==> src/rtl/lu_hazard_pkg.sv <==
package lu_hazard_pkg;

  // Default register index width (32 architectural registers).
  localparam int unsigned REG_W_DEF = 5;
  // Number of decode-stage source operands compared against the load target.
  localparam int unsigned NUM_SRC   = 2;

  typedef struct packed {
    logic pc_we;      // fetch address may advance
    logic ifid_we;    // fetch/decode register may load
    logic ctl_clear;  // zero the control slice into decode/execute
  } stall_ctl_t;

endpackage

==> src/rtl/lu_src_match.sv <==
module lu_src_match #(
  parameter int unsigned REG_W   = 5,
  parameter int unsigned SRC_CNT = 2
) (
  input  logic [REG_W-1:0]               dst_reg,
  input  logic [SRC_CNT-1:0][REG_W-1:0]  src_regs,
  output logic [SRC_CNT-1:0]             hit_vec
);

  // One equality comparator per source operand.
  for (genvar g = 0; g < SRC_CNT; g++) begin : g_cmp
    assign hit_vec[g] = (src_regs[g] == dst_reg);
  end

endmodule

==> src/rtl/lu_stall_ctrl.sv <==
module lu_stall_ctrl
  import lu_hazard_pkg::*;
#(
  parameter int unsigned SRC_CNT = 2
) (
  input  logic               load_in_ex,
  input  logic [SRC_CNT-1:0] hit_vec,
  output stall_ctl_t         ctl
);

  logic stall_req;

  always_comb begin
    stall_req     = load_in_ex && (|hit_vec);
    ctl.pc_we     = ~stall_req;
    ctl.ifid_we   = ~stall_req;
    ctl.ctl_clear = stall_req;
  end

endmodule

==> src/rtl/lu_hazard_unit.sv <==
module lu_hazard_unit
  import lu_hazard_pkg::*;
#(
  parameter int unsigned REG_W = REG_W_DEF
) (
  input  logic             ex_mem_rd,
  input  logic [REG_W-1:0] ex_dst_reg,
  input  logic [REG_W-1:0] id_src_a,
  input  logic [REG_W-1:0] id_src_b,
  output logic             pc_wr_en,
  output logic             ifid_wr_en,
  output logic             idex_ctl_clear
);

  localparam int unsigned SRC_CNT = NUM_SRC;

  logic [SRC_CNT-1:0][REG_W-1:0] src_bus;
  logic [SRC_CNT-1:0]            src_hit;
  stall_ctl_t                    ctl_s;

  assign src_bus[0] = id_src_a;
  assign src_bus[1] = id_src_b;

  lu_src_match #(
    .REG_W   (REG_W),
    .SRC_CNT (SRC_CNT)
  ) match_i (
    .dst_reg  (ex_dst_reg),
    .src_regs (src_bus),
    .hit_vec  (src_hit)
  );

  lu_stall_ctrl #(
    .SRC_CNT (SRC_CNT)
  ) ctrl_i (
    .load_in_ex (ex_mem_rd),
    .hit_vec    (src_hit),
    .ctl        (ctl_s)
  );

  assign pc_wr_en       = ctl_s.pc_we;
  assign ifid_wr_en     = ctl_s.ifid_we;
  assign idex_ctl_clear = ctl_s.ctl_clear;

  // Port-level consistency between the comparator and the control stage.
  always_comb begin
    AST_CLEAR_NEEDS_LOAD: assert (!idex_ctl_clear || ex_mem_rd);
    AST_CLEAR_NEEDS_MATCH: assert (!idex_ctl_clear ||
      (ex_dst_reg == id_src_a) || (ex_dst_reg == id_src_b));
    AST_HIT_A_STALLS: assert (!(ex_mem_rd && ex_dst_reg == id_src_a) ||
      idex_ctl_clear);
    AST_HIT_B_STALLS: assert (!(ex_mem_rd && ex_dst_reg == id_src_b) ||
      idex_ctl_clear);
    AST_PC_FROZEN: assert (pc_wr_en != idex_ctl_clear);
    AST_IFID_FROZEN: assert (ifid_wr_en == pc_wr_en);
  end

endmodule

==> config.mk <==
export PLATFORM = sky130hd
export DESIGN_NAME = lu_hazard_unit
export DESIGN_NICKNAME = d
export VERILOG_FILES = /design/src/rtl/lu_hazard_pkg.sv /design/src/rtl/lu_src_match.sv /design/src/rtl/lu_stall_ctrl.sv /design/src/rtl/lu_hazard_unit.sv
export SDC_FILE = /design/constraint.sdc
export NUM_CORES = 1
export LEC_CHECK = 0
export BUFFER_PORTS_ARGS = -buffer_cell sky130_fd_sc_hd__buf_4
export CAP_MARGIN = 15
export CORE_AREA = 2 2 39 41
export DETAILED_ROUTE_END_ITERATION = 8
export DIE_AREA = 0 0 41 43
export PLACE_DENSITY = 0.4
export SLEW_MARGIN = 20
export SYNTH_ARGS = -nofsm -noshare
export SYNTH_HDL_FRONTEND = slang
export SYNTH_SLANG_ARGS = --single-unit
==> constraint.sdc <==
create_clock -name vclk -period 0.9
set_clock_uncertainty 0.1 [all_clocks]
set_input_delay 0.09 -clock vclk [all_inputs]
set_output_delay 0.09 -clock vclk [all_outputs]
set_load 0.05 [all_outputs]
==> flow_metrics.env, run 1 <==
export IMPL_drive_gt1_share_pct=82.9
export IMPL_tightest_slew_ns=0.177
export IMPL_grt_pass1_vias=170
export IMPL_synth_fp_nets=33
export IMPL_yosysSeqAreaShare_pct=0
export IMPL_setup_viol=3
export IMPL_final_seq_area_um2=0
export IMPL_drc=0
export IMPL_max_slew_margin_pct=88.1
export IMPL_initial_core_util_pct=9.40
export IMPL_via_per_inst=3.82
export IMPL_fp_dieH_um=43
export IMPL_die_area_um2=1760
export IMPL_p_clk_share_pct=0
export IMPL_final_setup_tns_ns=-0.736
export IMPL_crit_path_cell_trace="buf_8, xnor2_4, nand4_1, o22a_4, buf_8"
export IMPL_synthTopCellsByArea="xnor2_1 (67%), nand4_1 (9.6%), o22a_1 (6.7%), buf_4 (5.8%), nand2_1 (5.8%)"
export IMPL_syn_avg_cell_area_um2=7.65
export IMPL_switching_share_pct=38.8
export IMPL_cp_start_kind="primary input"
export IMPL_netlist_area_leader_share_pct=67.3
export IMPL_coreArea_um2=1380
export IMPL_grt_pass1_wl_um=614
export IMPL_crit_path_end_kind="output pin"
export IMPL_arrival_ns=0.98
export IMPL_min_period_ns=1.17
export IMPL_cpMaxStageDelayCell="o22a_4"
export IMPL_gp_congestion=0.554
export IMPL_nets=53
export IMPL_area_growth_pct=214
export IMPL_overflow=0
export IMPL_combPwrFrac_pct=100.0
export IMPL_slowest_delay_ns=0.29
export IMPL_dp_slack_ns=-0.334
export IMPL_floorplan_rows=14
export IMPL_wire_per_inst_um=9.73
export IMPL_p_seq_share_pct=0
export IMPL_final_common_cell="buf_4"
export IMPL_grt_max_degree=3
export IMPL_multi_input_area_um2=209
export IMPL_route_vias_total=195
export IMPL_fin_crit_sh_pct=130
export IMPL_cp_required_ns=0.71
export IMPL_ant_nets=0
export IMPL_nClkBuffers=0
export IMPL_fin_hold_ws_ns=0.520
export IMPL_syn_inst=17
export IMPL_crit_top_cell="buf_8"
export IMPL_n_antenna_cell=0
export IMPL_portBuffers=19
export IMPL_failed_checks="setup timing"
export IMPL_synth_cell_types=6
export IMPL_critPathKind="in2out"
export IMPL_pin_count=19
export IMPL_hp_class="in2out"
export IMPL_drtIter0Drc=0
export IMPL_fillers=140
export IMPL_status="finished with violations"
export IMPL_groute_usage_overall_pct=4.71
export IMPL_p_sw_uw=81.4
export IMPL_powerDensity_nw_per_um2=513
export IMPL_first_pass_iters=1
export IMPL_leakagePower_uw=0.000181
export IMPL_worst_path_max_fanout=2
export IMPL_power_uw=210
export IMPL_netlist_area_um2=130
export IMPL_yosys_warnings=0
export IMPL_slew_viol_final=0
export IMPL_max_cap_violations=0
export IMPL_vdd_drop_max_mv=0.149
export IMPL_final_util_pct=29.6
export IMPL_p_int_uw=129
export IMPL_fin_ws_ns=-0.268
export IMPL_grt_antenna_before_repair=0
export IMPL_clock_fmax_mhz=856
export IMPL_detail_route_wirelength_um=496
export IMPL_die_w_um=41
export IMPL_seq_cells=0
export IMPL_rsz0062_at_grt="yes"
export IMPL_synth_top_area_cell="xnor2_1"
export IMPL_final_cell_mix="buf_4 (12), xnor2_2 (7), buf_6 (4)"
export IMPL_hold_viol=0
[worst paths after layout]
check                         start  cells past startpoint             end  slack, ns
worst max-delay path  ex_dst_reg[0]                      5      ifid_wr_en      -0.27
worst min-delay path      ex_mem_rd                      4  idex_ctl_clear       0.52
[synthesized netlist by cell type]
master / number
xnor2_1: 10
nand2_1: 2
nand4_1: 2
buf_4: 1
o22a_1: 1
o22ai_1: 1
[stage by stage]
stage	instance area (um^2)	std cells
4_1_cts	383	51
2_1_floorplan	198	17
3_5_place_dp	345	51
5_1_grt	409	51
6_report	409	51
3_3_place_gp	345	51
[layer usage]
metal | global-route usage, % | vias to the layer above | wire, um
li1 | - | 95 | -
met1 | 5.11 | 81 | 173
met2 | 9.38 | 19 | 221
met3 | 0.524 | 0 | 102
met4 | 0 | 0 | 0
met5 | 0 | - | 0
[cells by family after synthesis]
logic type	share of synthesized area [%]
simple gates	15.4
compound gates	11.5
buf+inv	5.77
xor+xnor	67.3
[power by group through the flow]
stage / logic, uW / clock network [uW] / registers (uW)
after floorplan: 97.1 / 0 / 0
after global placement: 178 / 0 / 0
after detailed placement: 180 / 0 / 0
after CTS: 197 / 0 / 0
after global routing: 222 / 0 / 0
final: 210 / 0 / 0
[critical path: cells and delay by family]
family                    cells  cell delay [ns]
AOI/OAI and AO/OA             1             0.29
and+or+nand+nor               1             0.18
buffers and inverters         2             0.26
xor gates and xnor gates      1             0.15
[what timing repair did]
action | 4_1_cts | 5_1_grt
gates resized for setup | 9 | 4
buffers inserted | 0 | 0
pin swaps | 6 | 5
endpoints found under the setup margin | 3 | 3
hold buffers | 0 | 0
[cell type report]
type | instances | share of cell area [%]
multi-input combinational | 16 | 51.1
tap | 16 | 4.89
timing repair buffer | 19 | 44.0
No activity file was read; power rests on OpenSTA's default activity.
==> run 2: changes to the inputs <==
==> constraint.sdc (replaced) <==
create_clock -name vclk -period 1.45
set_clock_uncertainty 0.1 [all_clocks]
set_input_delay 0.145 -clock vclk [all_inputs]
set_output_delay 0.145 -clock vclk [all_outputs]
set_load 0.05 [all_outputs]
==> run 2 against run 1 <==
Net effect: the run now ends clean; sequential cell count is the same; die area unchanged; final cell count unchanged; hold slack improved by 0.099 ns; wire length decreased by 22%; via count decreased by 10%.
==> flow_metrics.env, run 2 (synthesis results as in run 1) <==
export IMPL_fin_crit_sh_pct=86.3
export IMPL_switching_share_pct=40.8
export IMPL_fillers=155
export IMPL_overflow=0
export IMPL_floorplan_rows=14
export IMPL_vdd_drop_max_mv=0.0797
export IMPL_coreArea_um2=1380
export IMPL_powerDensity_nw_per_um2=311
export IMPL_die_area_um2=1760
export IMPL_gp_congestion=0.644
export IMPL_p_seq_share_pct=0
export IMPL_portBuffers=19
export IMPL_combPwrFrac_pct=100.0
export IMPL_dp_hpwl_um=374
export IMPL_crit_top_cell="buf_4"
export IMPL_critPathKind="in2out"
export IMPL_p_clk_share_pct=0
export IMPL_hold_viol=0
export IMPL_detail_route_wirelength_um=388
export IMPL_n_antenna_cell=0
export IMPL_cpMaxStageDelayCell="o22a_1"
export IMPL_arrival_ns=1.01
export IMPL_multi_input_area_um2=123
export IMPL_first_pass_iters=1
export IMPL_cts_repair_resized=0
export IMPL_nets=53
export IMPL_cp_buffers_inverters=2
export IMPL_area_growth_pct=119
export IMPL_hp_class="in2out"
export IMPL_fin_ws_ns=0.199
export IMPL_slowest_delay_ns=0.25
export IMPL_final_cell_mix="buf_4 (19), xnor2_1 (10), nand4_1 (2), nand2_1 (2)"
export IMPL_die_w_um=41
export IMPL_grt_pass1_wl_um=510
export IMPL_nClkBuffers=0
export IMPL_grt_antenna_before_repair=0
export IMPL_crit_path_end_kind="output pin"
export IMPL_crit_path_cell_trace="buf_4, xnor2_1, nand4_1, o22a_1, buf_4"
export IMPL_final_setup_tns_ns=0
export IMPL_min_period_ns=1.25
export IMPL_fp_dieH_um=43
export IMPL_ant_nets=0
export IMPL_drtIter0Drc=0
export IMPL_crit_family="buffers and inverters"
export IMPL_clock_fmax_mhz=799
export IMPL_cp_required_ns=1.21
export IMPL_hold_buffers=0
export IMPL_power_uw=88.7
export IMPL_worst_path_max_fanout=2
export IMPL_route_vias_total=175
export IMPL_dp_slack_ns=0.196
export IMPL_grt_pass1_vias=144
export IMPL_drc=0
export IMPL_seq_cells=0
export IMPL_p_int_uw=52.6
export IMPL_cp_start_kind="primary input"
export IMPL_rsz0062_at_grt="no"
export IMPL_setup_viol=0
export IMPL_groute_usage_overall_pct=3.80
export IMPL_max_cap_violations=0
export IMPL_initial_core_util_pct=9.40
export IMPL_final_common_cell="buf_4"
export IMPL_drive_gt1_share_pct=54.3
export IMPL_via_per_inst=3.43
export IMPL_pin_count=19
export IMPL_status="complete, no violations"
export IMPL_grt_max_degree=3
export IMPL_max_slew_margin_pct=89.7
export IMPL_wire_per_inst_um=7.61
export IMPL_leakagePower_uw=0.000119
export IMPL_postCtsSetupBuffers=0
export IMPL_tightest_slew_ns=0.153
export IMPL_p_sw_uw=36.2
export IMPL_slew_viol_final=0
export IMPL_final_seq_area_um2=0
[run 2: cell type report]
class	instances	share of cell area, %
repair buffers	19	50.0
multi-input cells	16	43.0
well taps	16	7.02
[run 2: path summary, 6_finish.rpt]
| check | start | end | slack, ns | cells after the start |
|---|---|---|---|---|
| worst min-delay path | ex_mem_rd | idex_ctl_clear | 0.62 | 4 |
| worst max-delay path | ex_dst_reg[2] | pc_wr_en | 0.20 | 5 |
[run 2: power groups by stage]
stage | Clock [uW] | Combinational, uW | Sequential (uW)
floorplan | 0 | 43.5 | 0
global placement | 0 | 90.4 | 0
detailed placement | 0 | 90.3 | 0
CTS | 0 | 90.6 | 0
global route | 0 | 94.8 | 0
finish | 0 | 88.7 | 0
[run 2: metrics by stage]
stage                     hold WS (ns)  std cells  util [%]  instance area (um^2)
final                            0.619         51      20.6                   285
after detailed placement         0.621         51      20.6                   285
after CTS                        0.621         51      20.6                   285
after global routing             0.632         51      20.6                   285
after floorplan                  0.549         17         -                   130
after global placement           0.638         51      20.6                   285
[run 2: metal layers]
layer	vias up	global-route usage, %	part of all wire [%]
li1	96	-	-
met4	0	0	0
met5	-	0	0
met3	0	0	15
met2	10	7.19	49
met1	69	4.75	36
[run 2: worst min-delay path, stage by stage]
cell and delay [ns]:
buf_4 0.11, nand2_1 0.06, o22ai_1 0.06, buf_4 0.19
